## src/rtl/ped_pkg.sv

```systemverilog
`timescale 1ns/1ps
package ped_pkg;
  // Edit command from control to datapath for the half-period being loaded
  typedef struct packed {
    logic shorten;
    logic lengthen;
  } editCmdT;
endpackage

```

## src/rtl/ped_sync.sv

```systemverilog
`timescale 1ns/1ps
module ped_sync #(
  parameter int SYNC_STAGES = 2
) (
  input  logic clk,
  input  logic rstN,
  input  logic tglIn,
  output logic reqPulse
);
  // chain[0..SYNC_STAGES-1] synchronise, chain[SYNC_STAGES] holds last seen level
  logic [SYNC_STAGES:0] chain;

  always_ff @(posedge clk or negedge rstN) begin
    if (!rstN) chain <= '0;
    else       chain <= {chain[SYNC_STAGES-1:0], tglIn};
  end

  assign reqPulse = chain[SYNC_STAGES] ^ chain[SYNC_STAGES-1];
endmodule

```

## src/rtl/ped_ctrl.sv

```systemverilog
`timescale 1ns/1ps
module ped_ctrl
  import ped_pkg::*;
#(
  parameter int CNT_W = 2
) (
  input  logic             clk,
  input  logic             rstN,
  input  logic [1:0]       reqPulse,   // [0] advance, [1] retard
  input  logic             atBoundary,
  output editCmdT          editCmd,
  output logic [CNT_W-1:0] carryPend,
  output logic [CNT_W-1:0] borrowPend
);
  localparam logic [CNT_W-1:0] PEND_MAX = {CNT_W{1'b1}};

  logic [CNT_W-1:0] pend [2];
  logic [1:0]       havePend;
  logic [1:0]       consume;

  genvar gi;
  generate
    for (gi = 0; gi < 2; gi++) begin : g_queue
      assign havePend[gi] = (pend[gi] != '0);
      assign consume[gi]  = atBoundary & havePend[gi];

      always_ff @(posedge clk or negedge rstN) begin
        if (!rstN) begin
          pend[gi] <= '0;
        end else if (reqPulse[gi] && !consume[gi] && pend[gi] != PEND_MAX) begin
          pend[gi] <= pend[gi] + 1'b1;
        end else if (consume[gi] && !reqPulse[gi]) begin
          pend[gi] <= pend[gi] - 1'b1;
        end
      end
    end
  endgenerate

  // opposite edits pending together cancel each other
  assign editCmd.shorten  = havePend[0] & ~havePend[1];
  assign editCmd.lengthen = havePend[1] & ~havePend[0];

  assign carryPend  = pend[0];
  assign borrowPend = pend[1];
endmodule

```

## src/rtl/ped_datapath.sv

```systemverilog
`timescale 1ns/1ps
module ped_datapath
  import ped_pkg::*;
#(
  parameter int HALF_CYC = 2
) (
  input  logic    clk,
  input  logic    rstN,
  input  editCmdT editCmd,
  output logic    atBoundary,
  output logic    divClk
);
  localparam int LEN_W = $clog2(HALF_CYC + 2);
  localparam logic [LEN_W-1:0] LOAD_NORM  = LEN_W'(HALF_CYC - 1);
  localparam logic [LEN_W-1:0] LOAD_SHORT = LEN_W'(HALF_CYC - 2);
  localparam logic [LEN_W-1:0] LOAD_LONG  = LEN_W'(HALF_CYC);

  logic [LEN_W-1:0] halfCnt;
  logic [LEN_W-1:0] nextLoad;

  assign atBoundary = (halfCnt == '0);

  always_comb begin
    if (editCmd.shorten)       nextLoad = LOAD_SHORT;
    else if (editCmd.lengthen) nextLoad = LOAD_LONG;
    else                       nextLoad = LOAD_NORM;
  end

  always_ff @(posedge clk or negedge rstN) begin
    if (!rstN) begin
      divClk  <= 1'b0;
      halfCnt <= LOAD_NORM;
    end else if (atBoundary) begin
      divClk  <= ~divClk;
      halfCnt <= nextLoad;
    end else begin
      halfCnt <= halfCnt - 1'b1;
    end
  end
endmodule

```

## src/rtl/pulse_edit_div.sv

```systemverilog
`timescale 1ns/1ps
module pulse_edit_div
  import ped_pkg::*;
#(
  parameter int HALF_CYC    = 2,
  parameter int CNT_W       = 2,
  parameter int SYNC_STAGES = 2
) (
  input  logic clk,
  input  logic rstN,
  input  logic carryTgl,
  input  logic borrowTgl,
  output logic divClk
);
  logic [1:0]       tglVec;
  logic [1:0]       reqPulse;
  logic             atBoundary;
  editCmdT          editCmd;
  logic [CNT_W-1:0] carryPend;
  logic [CNT_W-1:0] borrowPend;

  assign tglVec = {borrowTgl, carryTgl};

  genvar gi;
  generate
    for (gi = 0; gi < 2; gi++) begin : g_sync
      ped_sync #(.SYNC_STAGES(SYNC_STAGES)) u_sync (
        .clk(clk), .rstN(rstN), .tglIn(tglVec[gi]), .reqPulse(reqPulse[gi])
      );
    end
  endgenerate

  ped_ctrl #(.CNT_W(CNT_W)) u_ctrl (
    .clk(clk), .rstN(rstN), .reqPulse(reqPulse), .atBoundary(atBoundary),
    .editCmd(editCmd), .carryPend(carryPend), .borrowPend(borrowPend)
  );

  ped_datapath #(.HALF_CYC(HALF_CYC)) u_dp (
    .clk(clk), .rstN(rstN), .editCmd(editCmd),
    .atBoundary(atBoundary), .divClk(divClk)
  );
endmodule

```

## config.mk

```make
export PLATFORM = sky130hd
export DESIGN_NAME = pulse_edit_div
export DESIGN_NICKNAME = d
export VERILOG_FILES = /design/src/rtl/ped_pkg.sv /design/src/rtl/ped_sync.sv /design/src/rtl/ped_ctrl.sv /design/src/rtl/ped_datapath.sv /design/src/rtl/pulse_edit_div.sv
export SDC_FILE = /design/constraint.sdc
export NUM_CORES = 1
export LEC_CHECK = 0
export BUFFER_PORTS_ARGS = -buffer_cell sky130_fd_sc_hd__clkbuf_2
export CORE_AREA = 2 2 39 41
export DETAILED_ROUTE_END_ITERATION = 10
export DIE_AREA = 0 0 41 43
export SYNTH_ARGS = -nofsm -noshare
export SYNTH_HDL_FRONTEND = slang
export SYNTH_SLANG_ARGS = --single-unit
export TNS_END_PERCENT = 20
```

## constraint.sdc

```tcl
create_clock -name clk -period 3.35 [get_ports clk]
set_clock_uncertainty 0.1 [all_clocks]
set_input_delay 0.67 -clock clk [delete_from_list [all_inputs] [get_ports clk]]
set_output_delay 0.67 -clock clk [all_outputs]
set_load 0.02 [all_outputs]
```

# [Word level (Yosys, flattened, before mapping)]
# Cells that the tools add are included.
[totals] regBits=13 latch_bits=0 mem_bits_rw=0 mem_bits_ro=0 out_inout_bits=1 wordCells=44 mem_count=0
[op_classes] addsub=5 n_mul=0 div=0 magnitude_cmp=0 n_eq_ne=2 shift=0 mux=7 n_bitwise=9 n_reduce_logical=15
[op_table] cell="$mux W2" n=7
[op_table] cell="$reduce_bool A2 Y1" n=4
[op_table] cell="$logic_and A1 B1 Y1" n=6
[op_table] cell="$sub A2 B1 Y2 const B" n=3
[op_table] cell="$add A2 B1 Y2 const B" n=2
[op_table] cell="$and A1 B1 Y1" n=4
[op_table] cell="$logic_not A1 Y1" n=4
[op_table] cell="$ne A2 B2 Y1 const B" n=2
[op_table] cell="$not A1 Y1" n=3
[op_table] cell="$logic_not A2 Y1" n=1
[op_table] cell="$xor A1 B1 Y1" n=2

# [Longest topological paths before layout]
# Gate-level depths: netlist (run 1).
[logic_depth] word_depth=6 depth_mapped=4

# [By module]
# Synthesis (run 1) repeated with hierarchy kept, for this count alone.
[hier_totals] cells_unflattened=43 area_unflattened_um2=516.7
[by_module_without_submodules] mod="ped_ctrl" instances=1 cells_each=26 area_each_um2=221.5 seq_area_each_um2=100.1
[by_module_without_submodules] mod="ped_sync" instances=2 cells_each=4 area_each_um2=83.8 seq_area_each_um2=75.1
[by_module_without_submodules] mod="ped_datapath" instances=1 cells_each=9 area_each_um2=127.6 seq_area_each_um2=76.3

# [Least setup slack after synthesis (run 1)]
# OpenSTA, ideal clock, no wires.
[synth_timing] path_kind="reg-to-reg" startpoint="reg u_dp.halfCnt[0]" endpoint="reg u_ctrl.pend (netlist bit u_ctrl.carryPend[0])" setup_time_ps=123 arrival_ps=1029 setup_slack_ps=2098 path_stages_with_launch=5 path_cell_list="dfstp_2 -> nor2_4 -> nor2_1 -> a21oi_1 -> o221a_2"
[synth_via] elab_chain_len=6
[synth_lines] element="start: declaration" line="ped_datapath.sv:18" rtl="logic [LEN_W-1:0] halfCnt;"
[synth_lines] element="start signal: assignment" line="ped_datapath.sv:35" rtl="halfCnt <= nextLoad;"
[synth_lines] element="start signal: assignment" line="ped_datapath.sv:37" rtl="halfCnt <= halfCnt - 1'b1;"
[synth_lines] element="$logic_not A2 Y1 *" line="ped_datapath.sv:21" rtl="assign atBoundary = (halfCnt == '0);"
[synth_lines] element="$and A1 B1 Y1 *" line="ped_ctrl.sv:25" rtl="assign consume[gi] = atBoundary & havePend[gi];"
[synth_lines] element="$logic_not A1 Y1" line="ped_ctrl.sv:30" rtl="end else if (reqPulse[gi] && !consume[gi] && pend[gi] != PEND_MAX) begin"
[synth_lines] element="$logic_and A1 B1 Y1 (2 in series)" line="ped_ctrl.sv:30"
[synth_lines] element="$mux W2 or $reduce_bool A2 Y1 (tied branches)"
[synth_lines] element="end signal: indexed assignment" line="ped_ctrl.sv:31" rtl="pend[gi] <= pend[gi] + 1'b1;"
[synth_lines] element="end signal: indexed assignment" line="ped_ctrl.sv:33" rtl="pend[gi] <= pend[gi] - 1'b1;"
[synth_lines] element="end: declaration" line="ped_ctrl.sv:17" rtl="logic [CNT_W-1:0] pend [2];"
# Mark *: on every way between the ends. The rest lies on a longest branch, timed or not.
# A chain may end at the register's enable or synchronous reset.

# [Worst setup path in the final report (run 1)]
[layout_timing] startpoint="reg u_dp.divClk" endpoint="out divClk"
[layout_lines] element="start: declaration" line="ped_datapath.sv:11" rtl="output logic divClk"
[layout_lines] element="start signal: assignment" line="ped_datapath.sv:34" rtl="divClk <= ~divClk;"
[layout_lines] element="end: declaration" line="pulse_edit_div.sv:13" rtl="output logic divClk"
# No word-level cell between the ends.

==> tab_implementation.tex, run 1 <==
\begin{tabular}{lr}
\hline
Metric & Value \\
\hline
\multicolumn{2}{l}{\textbf{STA}} \\
Maximum clock frequency & 625 MHz \\
Worst slack on hold paths & 0.166 ns \\
Final worst path period share & 0.478 \\
Min cycle time layout & 1.60 ns \\
Total negative slack for setup checks & 0 ns \\
Final setup margin & 1.75 ns \\
Worst slew margin relative to its limit & 0.798 \\
Fin. max-slew vios & 0 \\
Final-report hold violation count & 0 \\
\# setup viols final & 0 \\
Measured slew at the worst slew-check pin & 0.304 ns \\
Unrepaired setup endpoints after global routing & no \\
\multicolumn{2}{l}{\textbf{Clock tree}} \\
Number of buffers inserted by hold repair at cts & 0 \\
Setup repair bufs after CTS & 0 \\
H-tree depth reported by CTS & 1 \\
Buffer depth of the longest clock path & 2 \\
Clock buffers created by TritonCTS & 3 \\
Clock-pin slew on the worst setup and hold paths & 0.08 ns \\
Count of cells resized by post-cts repair & 0 \\
TritonCTS clock tree & built \\
Clock latency on the worst-skew pair & 0.27 ns \\
Number of clock sinks & 13 \\
Root Buffer Master & clkbuf\_4 \\
\multicolumn{2}{l}{\textbf{Yosys}} \\
Synth Net Count & 54 \\
Post-synthesis instance total & 49 \\
Sequential fraction of the synthesis area & 0.611 \\
Netlist Area Pre-Place & 534 sq um \\
Share of the synthesized netlist area taken by xor and xnor gates & 0.0984 \\
Compound-cell area share of the yosys netlist & 0.0867 \\
Yosys synthesis warning count & 0 \\
Largest family of logic cells by synthesized area & simple AND/OR/NAND/NOR gates \\
Cell variety after synth & 17 \\
Simple logic cell fraction of the synthesized area & 0.173 \\
Adder and majority gate portion of the synthesized area & 0.0234 \\
Count of state elements after synthesis & 13 \\
Post-Synthesis Mean Instance Area & 10.9 sq um \\
Portion of netlist area occupied by mux cells & 0 \\
\multicolumn{2}{l}{\textbf{Power and ir drop}} \\
Internal Pwr Total & about 340 uW \\
Comb power frac & 0.333 \\
Static leakage power & 0.279 nW \\
Sequential share of power & 0.490 \\
Power density normalized to cell area & 875 nW/um\^{}2 \\
Net Sw Power & 187 uW \\
Peak VDD IR & 413 uV \\
Switching Fraction & 0.357 \\
Share of power burned in the clock network & 0.177 \\
\multicolumn{2}{l}{\textbf{Final layout}} \\
Count of non-filler cells in the finished layout & 73 \\
Layout cell share with drive strength beyond 1 & 0.193 \\
Nets & 63 \\
Area growth from synthesis to final layout & 12.4\% \\
Antenna diodes & 0 \\
Cell area after layout & roughly 600 sq um \\
Area taken by multi-input logic gates & 204 sq um \\
Filler cell count in the final layout & 126 \\
Sequential standard cell area & 327 sq um \\
\multicolumn{2}{l}{\textbf{Route}} \\
Via-per-instance ratio & 4.67 \\
Detailed-routing iteration count for the pre-antenna-repair pass & 3 \\
Final routed wire length divided by cell count & 9.44 um \\
DRC marker count from the first detailed-route iteration & 3 \\
Final antenna-violating net count & 0 \\
Detailed-route via count & 341 \\
Final routed wirelength across all metal layers & 689 um \\
DR DRC count & 0 \\
\multicolumn{2}{l}{\textbf{Setup path}} \\
Crit path kind & reg2out \\
Crit Path Max Fanout & 2 \\
Highest-delay cell along the critical path & dfrtp\_1 \\
Data arrival time of the critical path & 0.83 ns \\
Startpoint type of the worst setup path & flip-flop \\
CP delay by family, top & flip-flops \\
Critical Path Max Stage Delay & about 0.40 ns \\
Worst path required time & 2.58 ns \\
Buffers and inverters on the worst path & 1 \\
Ordered cell list for the critical path & clkbuf\_2 \\
Kind of end point of the critical path & output pin \\
\multicolumn{2}{l}{\textbf{Flow run}} \\
Maximum Capacitance Violations & 0 \\
\multicolumn{2}{l}{\textbf{Min path}} \\
Hold Crit Class & in2async \\
\multicolumn{2}{l}{\textbf{Global routing}} \\
Via count of the first global-routing pass & 330 \\
Antenna violations before repair & 0 \\
First-pass GRT wire length & 1290 um \\
Pin count of the biggest net entering global routing & 14 \\
Tot GR Track Use & 0.113 \\
Grt ovf & 0 \\
\multicolumn{2}{l}{\textbf{Placed design}} \\
Post-Place Setup Slack & 2.05 ns \\
DP Wirelength & 522 um \\
Buffers added on ports & 4 \\
Number of placed cells counting well taps & 69 \\
Global placer's final weighted congestion & 0.636 \\
Cell area after placement & 574 sq um \\
\multicolumn{2}{l}{\textbf{Die}} \\
Area enclosed by the die boundary & $\sim$1800 sq um \\
Core Box Area & 1380 sq um \\
Die H & 43 um \\
Placement row count & 14 \\
Starting Density & 0.386 \\
Horizontal die dimension & a little over 40 um \\
Ports & 5 \\
\multicolumn{2}{l}{\textbf{Outcome}} \\
Status & finished, final reports clean \\
\hline
\end{tabular}
==> cells in the final DEF (no fill, tap or decap), drive strengths merged, types with 3 or more instances in the layout <==
cell	netlist	routed
nand2	7	7
o21ai	3	3
a21oi	4	4
dfrtp	12	12
xnor2	3	3
nor2	9	9
clkbuf	0	8
xor2	3	3
==> per-stage QoR <==
step / power (mW) / util
2_1_floorplan: 0.397 / -
3_3_place_gp: 0.435 / 0.415
3_5_place_dp: 0.437 / 0.415
4_1_cts: 0.531 / 0.434
5_1_grt: 0.577 / 0.434
6_report: 0.525 / 0.434
==> power groups by stage <==
stage	logic [mW]	clock network, mW	registers, mW
6_report	0.175	0.0932	0.257
5_1_grt	0.206	0.105	0.265
4_1_cts	0.178	0.0958	0.257
3_5_place_dp	0.179	0	0.258
3_3_place_gp	0.176	0	0.259
2_1_floorplan	0.138	0	0.259
==> cell usage after synthesis (all sizes together) <==
master	number	area share
o21ai	3	0.028
dfstp	1	0.049
and3	1	0.012
nand2b	1	0.012
nor2	9	0.077
ha	1	0.023
o221a	1	0.021
a21oi	4	0.037
xnor2	3	0.049
dfrtp	12	0.56
inv	1	0.0070
xor2	3	0.049
nor2b	1	0.012
or2	1	0.012
nand2	7	0.049
==> layer usage <==
layer / share of wire / global-route usage / wire, um / up-vias
li1: - / - / - / 177
met1: 0.50 / 0.152 / 343 / 157
met2: 0.44 / 0.141 / 303 / 5
met3: 0.039 / 0.0471 / 27 / 2
met4: 0.020 / 0.0800 / 14 / 0
met5: 0 / 0 / 0 / -
==> state kept, by name (all words and copies together), names as in the netlist <==
| name | cells |
|---|---|
| u_ctrl.borrowPend | 2 |
| u_ctrl.carryPend | 2 |
| u_dp.halfCnt | 2 |
| g_sync.u_sync.chain | 6 |
| u_dp.divClk | 1 |
==> layout make-up <==
type,count,area share
timing repair buffer,4,0.0333
multi-input combinational,35,0.340
clock buffer,4,0.0438
sequential,13,0.544
tap,16,0.0333
inverter,1,0.00625
==> cell families (layout without fill, tap and decap cells) <==
group / after synthesis / count (layout)
DFF: 13 / 13
AOI/OAI and AO/OA: 8 / 8
adders and majority gates: 1 / 1
xor gates and xnor gates: 6 / 6
buffers and inverters: 1 / 9
and+or+nand+nor: 20 / 20
==> final timing paths <==
path	startpoint	endpoint	slack [ns]	cells after the start
worst max-delay path	u_dp.divClk	divClk	1.75	1
worst min-delay path	rstN	u_ctrl.carryPend[0]	0.17	1
worst max register to register	u_dp.halfCnt[0]	u_ctrl.carryPend[0]	2.05	4
worst min register to register	g_sync[1].u_sync.chain[0]	g_sync[1].u_sync.chain[1]	0.25	0
max in group asynchronous	rstN	u_dp.halfCnt[0]	2.69	1
min in group clk	g_sync[1].u_sync.chain[0]	g_sync[1].u_sync.chain[1]	0.25	0
(Power assumes the default switching activity.)
==> run 2, diff against run 1 <==
==> constraint.sdc (replaced) <==
create_clock -name clk -period 1.63 [get_ports clk]
set_clock_uncertainty 0.1 [all_clocks]
set_input_delay 0.326 -clock clk [delete_from_list [all_inputs] [get_ports clk]]
set_output_delay 0.326 -clock clk [all_outputs]
set_load 0.02 [all_outputs]
==> run 2 against run 1 <==
Net effect: core utilization grew 0.81 points; largest cell class unchanged; count of clock-buffer cells in the layout shrank 1; via count grew 2.1%; non-clock buffer count grew 1; global-route usage grew 0.18 points; wire length grew 6.4%; setup slack lost 1.5 ns; clock power grew 110%; cell count grew 1.4%; combinational power grew 110%; hold slack lost 0.12 ns; design area grew 1.9%.
==> tab_implementation.tex, run 2 (synthesis gave the netlist of run 1 again) <==
\begin{tabular}{lr}
\hline
Metric & Value \\
\hline
\multicolumn{2}{l}{\textbf{Final layout}} \\
Most frequent standard cell in the layout excluding fill and tap cells & dfrtp\_1 (unchanged) \\
Antenna diodes & 0 (unchanged) \\
Area growth from synthesis to final layout & 14.5\% (was 12.4\%) \\
Number of flip-flops under the largest register name & 6 (unchanged) \\
Layout cell share with drive strength beyond 1 & 0.207 (was 0.193) \\
Nets & 64 (was 63) \\
Register with the highest flop count & g\_sync.u\_sync.chain (unchanged) \\
Leading cell types in the layout, fill and taps excluded & dfrtp\_1, nor2\_1, nand2\_1, a21oi\_1, clkbuf\_2 (unchanged) \\
\multicolumn{2}{l}{\textbf{Power and ir drop}} \\
Post-layout total power & 1.09 mW (was 525 uW) \\
Comb power frac & 0.336 (was 0.333) \\
Peak VDD IR & 940 uV (was 413 uV) \\
Internal Pwr Total & 693 uW (was 338 uW) \\
Switching Fraction & 0.364 (was 0.357) \\
Sequential share of power & 0.482 (was 0.490) \\
Net Sw Power & 397 uW (was 187 uW) \\
Power density normalized to cell area & 1780 nW/um\^{}2 (was 875 nW/um\^{}2) \\
Share of power burned in the clock network & 0.181 (was 0.177) \\
Static leakage power & 0.286 nW (was 0.279 nW) \\
\multicolumn{2}{l}{\textbf{Placed design}} \\
Buffers added on ports & 4 (unchanged) \\
DP Wirelength & 520 um (was 522 um) \\
Post-Place Setup Slack & 0.301 ns (was 2.05 ns) \\
Global placer's final weighted congestion & 0.608 (was 0.636) \\
\multicolumn{2}{l}{\textbf{Setup path}} \\
Data arrival time of the critical path & 1.41 ns (was 0.83 ns) \\
Critical register-to-register path startpoint & u\_dp.halfCnt[0] (unchanged) \\
Worst path required time & 1.70 ns (was 2.58 ns) \\
CP delay by family, top & flip-flops (unchanged) \\
Crit Path Max Fanout & 9 (was 2) \\
Crit path kind & reg2reg (was reg2out) \\
Critical Path Max Stage Delay & 0.57 ns (was 0.40 ns) \\
Setup slack of the most critical reg-to-reg path & 0.29 ns (was 2.05 ns) \\
Buffers and inverters on the worst path & 0 (was 1) \\
Startpoint type of the worst setup path & flip-flop (unchanged) \\
Ordered cell list for the critical path & nor2\_4 -> nor2\_1 -> a21oi\_1 -> o221a\_2 (was clkbuf\_2) \\
R2r worst-path depth & 4 (unchanged) \\
Highest-delay cell along the critical path & dfstp\_2 (was dfrtp\_1) \\
Endpoint of the most critical register-to-register path & u\_ctrl.carryPend[0] (unchanged) \\
Kind of end point of the critical path & flip-flop (was output pin) \\
\multicolumn{2}{l}{\textbf{Min path}} \\
Hold Path Sink & g\_sync[1].u\_sync.chain[0] \\
Worst hold start & borrowTgl \\
Hold Crit Class & in2reg (was in2async) \\
Cell depth of the worst hold path & 1 \\
\multicolumn{2}{l}{\textbf{Global routing}} \\
Pin count of the biggest net entering global routing & 14 (unchanged) \\
Via count of the first global-routing pass & 336 (was 330) \\
Met1 Resource Use GR & 0.137 (was 0.152) \\
Tot GR Track Use & 0.115 (was 0.113) \\
Layer with the highest usage after global routing & met2 (was met1) \\
First-pass GRT wire length & 1300 um (was 1290 um) \\
Antenna violations before repair & 0 (unchanged) \\
Grt ovf & 0 (unchanged) \\
Met3 layer usage reported by global route & 0.0471 (unchanged) \\
Met2 Resource Use GR & 0.159 (was 0.141) \\
\multicolumn{2}{l}{\textbf{STA}} \\
Worst slack on hold paths & 0.0504 ns (was 0.166 ns) \\
Min cycle time layout & 1.34 ns \\
Total negative slack for setup checks & 0 ns (unchanged) \\
Measured slew at the worst slew-check pin & 0.316 ns (was 0.304 ns) \\
Final setup margin & 0.289 ns (was 1.75 ns) \\
Maximum clock frequency & 746 MHz \\
Fin. max-slew vios & 0 (unchanged) \\
Final worst path period share & 0.823 \\
Final-report hold violation count & 0 (unchanged) \\
Unrepaired setup endpoints after global routing & no (unchanged) \\
\# setup viols final & 0 (unchanged) \\
Worst slew margin relative to its limit & 0.789 (was 0.798) \\
\multicolumn{2}{l}{\textbf{Die}} \\
Starting Density & 0.386 (unchanged) \\
Core Box Area & 1380 sq um (unchanged) \\
Placement row count & 14 (unchanged) \\
Horizontal die dimension & 41 um (unchanged) \\
Ports & 5 (unchanged) \\
Area enclosed by the die boundary & 1760 sq um (unchanged) \\
Die H & 43 um (unchanged) \\
\multicolumn{2}{l}{\textbf{Route}} \\
DR DRC count & 0 (unchanged) \\
Final routed wirelength across all metal layers & 733 um (was 689 um) \\
Detailed-routing iteration count for the pre-antenna-repair pass & 4 (was 3) \\
Final routed wire length divided by cell count & 9.91 um (was 9.44 um) \\
DRC marker count from the first detailed-route iteration & 6 (was 3) \\
Via-per-instance ratio & 4.70 (was 4.67) \\
Detailed-route via count & 348 (was 341) \\
Final antenna-violating net count & 0 (unchanged) \\
\multicolumn{2}{l}{\textbf{Flow run}} \\
Maximum Capacitance Violations & 0 (unchanged) \\
\multicolumn{2}{l}{\textbf{Clock tree}} \\
Number of clock sinks & 13 (unchanged) \\
Root Buffer Master & clkbuf\_4 (unchanged) \\
H-tree depth reported by CTS & 1 (unchanged) \\
Clock buffers created by TritonCTS & 3 (unchanged) \\
Count of cells resized by post-cts repair & 0 (unchanged) \\
Setup repair bufs after CTS & 0 (unchanged) \\
Clock latency on the worst-skew pair & 0.27 ns (about the same) \\
TritonCTS clock tree & built (unchanged) \\
Clock-pin slew on the worst setup and hold paths & 0.08 ns (about the same) \\
Buffer depth of the longest clock path & 2 (unchanged) \\
Number of buffers inserted by hold repair at cts & 1 (was 0) \\
\multicolumn{2}{l}{\textbf{Outcome}} \\
Status & finished, final reports clean (unchanged) \\
\hline
\end{tabular}
run 2: how the worst max path moves through the flow:
stage | from | to | cells after the start
finish | u_dp.halfCnt[0] | u_ctrl.carryPend[0] | 4
global route | u_dp.halfCnt[0] | u_ctrl.carryPend[0] | 4
CTS | u_dp.halfCnt[0] | u_ctrl.carryPend[0] | 4
detailed placement | u_dp.halfCnt[0] | u_ctrl.carryPend[0] | 4
global placement | u_dp.halfCnt[0] | u_ctrl.carryPend[0] | 4
floorplan | u_dp.halfCnt[0] | u_ctrl.carryPend[0] | 4
run 2: per-layer routing:
| layer | wire [um] | vias up |
|---|---|---|
| li1 | - | 181 |
| met1 | 338 | 160 |
| met2 | 349 | 5 |
| met3 | 30 | 2 |
| met4 | 14 | 0 |
| met5 | 0 | - |
run 2: area by class of cell:
class / instances / area [sq um]
inverters: 1 / 3.75
multi-input cells: 35 / 204
clock buffers: 3 / 22.5
clock inverters: 1 / 5.00
fillers: 135 / 772
flip-flops and latches: 13 / 327
well taps: 16 / 20.0
repair buffers: 5 / 30.0
run 2: stage by stage:
| stage | area [sq um] | cells | utilization |
|---|---|---|---|
| 5_1_grt | 612 | 74 | 0.442 |
| 3_3_place_gp | 574 | 69 | 0.415 |
| 2_1_floorplan | 534 | 49 | - |
| 3_5_place_dp | 574 | 69 | 0.415 |
| 6_report | 612 | 74 | 0.442 |
| 4_1_cts | 612 | 74 | 0.442 |
run 2: power by group through the flow:
stage	logic, mW	registers, mW	clock network [mW]
floorplan	0.284	0.531	0
global placement	0.362	0.532	0
detailed placement	0.371	0.533	0
CTS	0.374	0.527	0.206
global route	0.431	0.545	0.221
finish	0.367	0.526	0.198
==> run 3, diff against run 2 <==
--- a/config.mk
+++ b/config.mk
@@ -5,6 +5,7 @@
 export SDC_FILE = /design/constraint.sdc
 export NUM_CORES = 1
 export LEC_CHECK = 0
+export ABC_AREA = 1
 export BUFFER_PORTS_ARGS = -buffer_cell sky130_fd_sc_hd__clkbuf_2
 export CORE_AREA = 2 2 39 41
 export DETAILED_ROUTE_END_ITERATION = 10
==> constraint.sdc (replaced) <==
create_clock -name clk -period 1.4 [get_ports clk]
set_clock_uncertainty 0.1 [all_clocks]
set_input_delay 0.28 -clock clk [delete_from_list [all_inputs] [get_ports clk]]
set_output_delay 0.28 -clock clk [all_outputs]
set_load 0.02 [all_outputs]
==> run 3 against run 2 <==
Net effect: wire length up 4.2%; combinational power up 28%; die area did not move; sequential share of layout area down 3.2 points; critical path type is now reg2out; largest power group unchanged; critical path depth decreased by 3; synthesized cell count rose by 31%; non-clock buffer count rose by 2; first-iteration DRC count is 17% lower; cell count increased by 23%; largest cell class unchanged.
==> tab_implementation.tex, run 3 <==
\begin{tabular}{lr}
\hline
Metric & Value \\
\hline
\multicolumn{2}{l}{\textbf{Global routing}} \\
Tot GR Track Use & 0.134 (was 0.115) \\
Pin count of the biggest net entering global routing & 14 (unchanged) \\
Antenna violations before repair & 0 (unchanged) \\
Via count of the first global-routing pass & 330 (was 336) \\
First-pass GRT wire length & 1410 um (was 1300 um) \\
Grt ovf & 0 (unchanged) \\
\multicolumn{2}{l}{\textbf{Die}} \\
Horizontal die dimension & 41 um (unchanged) \\
Die H & 43 um (unchanged) \\
Core Box Area & 1380 sq um (unchanged) \\
Placement row count & 14 (unchanged) \\
Ports & 5 (unchanged) \\
Area enclosed by the die boundary & 1760 sq um (unchanged) \\
Starting Density & 0.401 (was 0.386) \\
\multicolumn{2}{l}{\textbf{Setup path}} \\
Kind of end point of the critical path & output pin (was flip-flop) \\
Startpoint type of the worst setup path & flip-flop (unchanged) \\
Ordered cell list for the critical path & clkbuf\_2 (was nor2\_4 -> nor2\_1 -> a21oi\_1 -> o221a\_2) \\
Setup slack of the most critical reg-to-reg path & 0.28 ns (was 0.29 ns) \\
Highest-delay cell along the critical path & dfrtp\_1 (was dfstp\_2) \\
Endpoint of the most critical setup path & divClk (was u\_ctrl.carryPend[0]) \\
CP delay by family, top & flip-flops (unchanged) \\
Buffers and inverters on the worst path & 1 (was 0) \\
Data arrival time of the critical path & 0.83 ns (was 1.41 ns) \\
Critical register-to-register path startpoint & u\_ctrl.borrowPend[0] (was u\_dp.halfCnt[0]) \\
Crit path from & u\_dp.divClk (was u\_dp.halfCnt[0]) \\
Critical Path Max Stage Delay & 0.40 ns (was 0.57 ns) \\
Crit Path Max Fanout & 2 (was 9) \\
Worst path required time & 1.02 ns (was 1.70 ns) \\
R2r worst-path depth & 5 (was 4) \\
Crit path kind & reg2out (was reg2reg) \\
Endpoint of the most critical register-to-register path & u\_dp.halfCnt[0] (was u\_ctrl.carryPend[0]) \\
Total stage count of the critical path & 1 (was 4) \\
\multicolumn{2}{l}{\textbf{Placed design}} \\
Buffers added on ports & 4 (unchanged) \\
Global placer's final weighted congestion & 0.677 (was 0.608) \\
Post-Place Setup Slack & 0.283 ns (was 0.301 ns) \\
DP Wirelength & 561 um (was 520 um) \\
\multicolumn{2}{l}{\textbf{Clock tree}} \\
Setup repair bufs after CTS & 0 (unchanged) \\
Count of cells resized by post-cts repair & 0 (unchanged) \\
TritonCTS clock tree & built (unchanged) \\
Buffer depth of the longest clock path & 2 (unchanged) \\
Clock-pin slew on the worst setup and hold paths & 0.07 ns (was 0.08 ns) \\
Number of clock sinks & 13 (unchanged) \\
H-tree depth reported by CTS & 1 (unchanged) \\
Clock latency on the worst-skew pair & 0.27 ns (about the same) \\
Clock buffers created by TritonCTS & 3 (unchanged) \\
Root Buffer Master & clkbuf\_4 (unchanged) \\
\multicolumn{2}{l}{\textbf{Final layout}} \\
Antenna diodes & 0 (unchanged) \\
Layout cell share with drive strength beyond 1 & 0.187 (was 0.207) \\
Nets & 81 (was 64) \\
Area growth from synthesis to final layout & 17.4\% (was 14.5\%) \\
Leading cell types in the layout, fill and taps excluded & nand2\_1, dfrtp\_1, inv\_1, nor2\_1 (was dfrtp\_1, nor2\_1, nand2\_1, a21oi\_1, clkbuf\_2) \\
Number of flip-flops under the largest register name & 6 (unchanged) \\
Register with the highest flop count & g\_sync.u\_sync.chain (unchanged) \\
Most frequent standard cell in the layout excluding fill and tap cells & nand2\_1 (was dfrtp\_1) \\
\multicolumn{2}{l}{\textbf{Route}} \\
Final routed wire length divided by cell count & 8.40 um (was 9.91 um) \\
Detailed-routing iteration count for the pre-antenna-repair pass & 2 (was 4) \\
DR DRC count & 0 (unchanged) \\
Final routed wirelength across all metal layers & 764 um (was 733 um) \\
Final antenna-violating net count & 0 (unchanged) \\
Detailed-route via count & 386 (was 348) \\
Via-per-instance ratio & 4.24 (was 4.70) \\
DRC marker count from the first detailed-route iteration & 5 (was 6) \\
\multicolumn{2}{l}{\textbf{Yosys}} \\
Cell variety after synth & 12 (was 17) \\
Synth Net Count & 69 (was 54) \\
Sequential fraction of the synthesis area & 0.589 (was 0.611) \\
Cells taking the most area after synthesis & dfrtp\_1, nand2\_1, inv\_1, dfstp\_2, nand3\_1 (was dfrtp\_1, nor2\_1, dfstp\_2, nand2\_1, xnor2\_1) \\
Compound-cell area share of the yosys netlist & 0 (was 0.0867) \\
Most common cell in the netlist & nand2\_1 (was dfrtp\_1) \\
Most instantiated cells after synthesis & nand2\_1, dfrtp\_1, inv\_1, nor2\_1, nand3\_1 (was dfrtp\_1, nor2\_1, nand2\_1, a21oi\_1) \\
Post-synthesis instance total & 64 (was 49) \\
Most common flop cell mapped by yosys & dfrtp\_1 (unchanged) \\
Simple logic cell fraction of the synthesized area & 0.298 (was 0.173) \\
Largest family of logic cells by synthesized area & simple AND/OR/NAND/NOR gates (unchanged) \\
Async set or reset register ratio after synthesis & 1.00 (unchanged) \\
Proportion of netlist area held by the largest area contributor & 0.542 (was 0.562) \\
Post-Synthesis Mean Instance Area & 8.66 sq um (was 10.9 sq um) \\
Number of enable flip-flop cells after synthesis & 0 (unchanged) \\
Library cell occupying the most area in the post-synthesis netlist & dfrtp\_1 (unchanged) \\
Portion of netlist area occupied by mux cells & 0 (unchanged) \\
Share of the synthesized netlist area taken by xor and xnor gates & 0.0158 (was 0.0984) \\
Yosys synthesis warning count & 0 (unchanged) \\
Count of state elements after synthesis & 13 (unchanged) \\
Netlist Area Pre-Place & 554 sq um (was 534 sq um) \\
Adder and majority gate portion of the synthesized area & 0.0226 (was 0.0234) \\
\multicolumn{2}{l}{\textbf{STA}} \\
Total negative slack for setup checks & 0 ns (unchanged) \\
Final-report hold violation count & 0 (unchanged) \\
\# setup viols final & 0 (unchanged) \\
Worst slew margin relative to its limit & 0.793 (was 0.789) \\
Measured slew at the worst slew-check pin & 0.311 ns (was 0.316 ns) \\
Final setup margin & 0.195 ns (was 0.289 ns) \\
Unrepaired setup endpoints after global routing & no (unchanged) \\
Worst slack on hold paths & 0.250 ns (was 0.0504 ns) \\
Min cycle time layout & around 1.2 ns \\
Fin. max-slew vios & 0 (unchanged) \\
Final worst path period share & 0.861 \\
Maximum clock frequency & 830 MHz \\
\multicolumn{2}{l}{\textbf{Power and ir drop}} \\
Power density normalized to cell area & 1960 nW/um\^{}2 (was 1780 nW/um\^{}2) \\
Static leakage power & 0.375 nW (was 0.286 nW) \\
Peak VDD IR & 965 uV (was 940 uV) \\
\multicolumn{2}{l}{\textbf{Outcome}} \\
Status & finished, final reports clean (unchanged) \\
\multicolumn{2}{l}{\textbf{Flow run}} \\
Maximum Capacitance Violations & 0 (unchanged) \\
\multicolumn{2}{l}{\textbf{Min path}} \\
Hold Crit Class & reg2reg (was in2reg) \\
\hline
\end{tabular}
-- run 3: logic make-up after synthesis --
kind of cell               count (synthesis)
xor gates and xnor gates                   1
and+or+nand+nor                           38
DFF                                       13
buffers and inverters                     11
adders and majority gates                  1
-- run 3: how the worst min path moves through the flow --
stage                              start                        end  slack [ns]  depth (start not counted)
4_1_cts                        borrowTgl  g_sync[1].u_sync.chain[0]       0.005                          1
2_1_floorplan                       rstN  g_sync[0].u_sync.chain[0]       -0.12                          0
3_5_place_dp                        rstN  g_sync[0].u_sync.chain[0]        0.08                          1
6_report       g_sync[0].u_sync.chain[0]  g_sync[0].u_sync.chain[1]        0.25                          0
3_3_place_gp                        rstN  g_sync[0].u_sync.chain[0]        0.08                          1
5_1_grt        g_sync[1].u_sync.chain[0]  g_sync[1].u_sync.chain[1]        0.26                          0
-- run 3: report_power, final --
| part | internal (mW) | switching [mW] |
|---|---|---|
| sequential | 0.495 | 0.0885 |
| combinational | 0.185 | 0.284 |
| clock | 0.110 | 0.109 |
| total | 0.791 | 0.481 |
-- run 3: cell type report --
| type | instances | area (sq um) |
|---|---|---|
| fillers | 133 | 733 |
| flip-flops and latches | 13 | 327 |
| multi-input cells | 40 | 186 |
| repair buffers | 7 | 50.0 |
| inverters | 11 | 41.3 |
| clock buffers | 4 | 26.3 |
| well taps | 16 | 20.0 |
-- run 3: per-layer routing --
| metal | share of wire | GRT usage | up-vias | wire length [um] |
|---|---|---|---|---|
| li1 | - | - | 210 | - |
| met3 | 0.025 | 0.0471 | 4 | 19 |
| met1 | 0.47 | 0.178 | 168 | 357 |
| met5 | 0 | 0 | - | 0 |
| met4 | 0.031 | 0.140 | 0 | 24 |
| met2 | 0.48 | 0.153 | 4 | 363 |
-- run 3: repair_timing --
action                                 in CTS  in global routing
endpoints found under the hold margin      12                  2
hold buffers                                1                  2
setup endpoints to repair                   0                  0
-- run 3: metrics by stage --
step	utilization	instance area, sq um	instances	power [mW]
2_1_floorplan	-	554	64	0.958
3_3_place_gp	0.429	594	84	1.05
3_5_place_dp	0.429	594	84	1.06
4_1_cts	0.456	631	89	1.29
5_1_grt	0.470	651	91	1.40
6_report	0.470	651	91	1.27
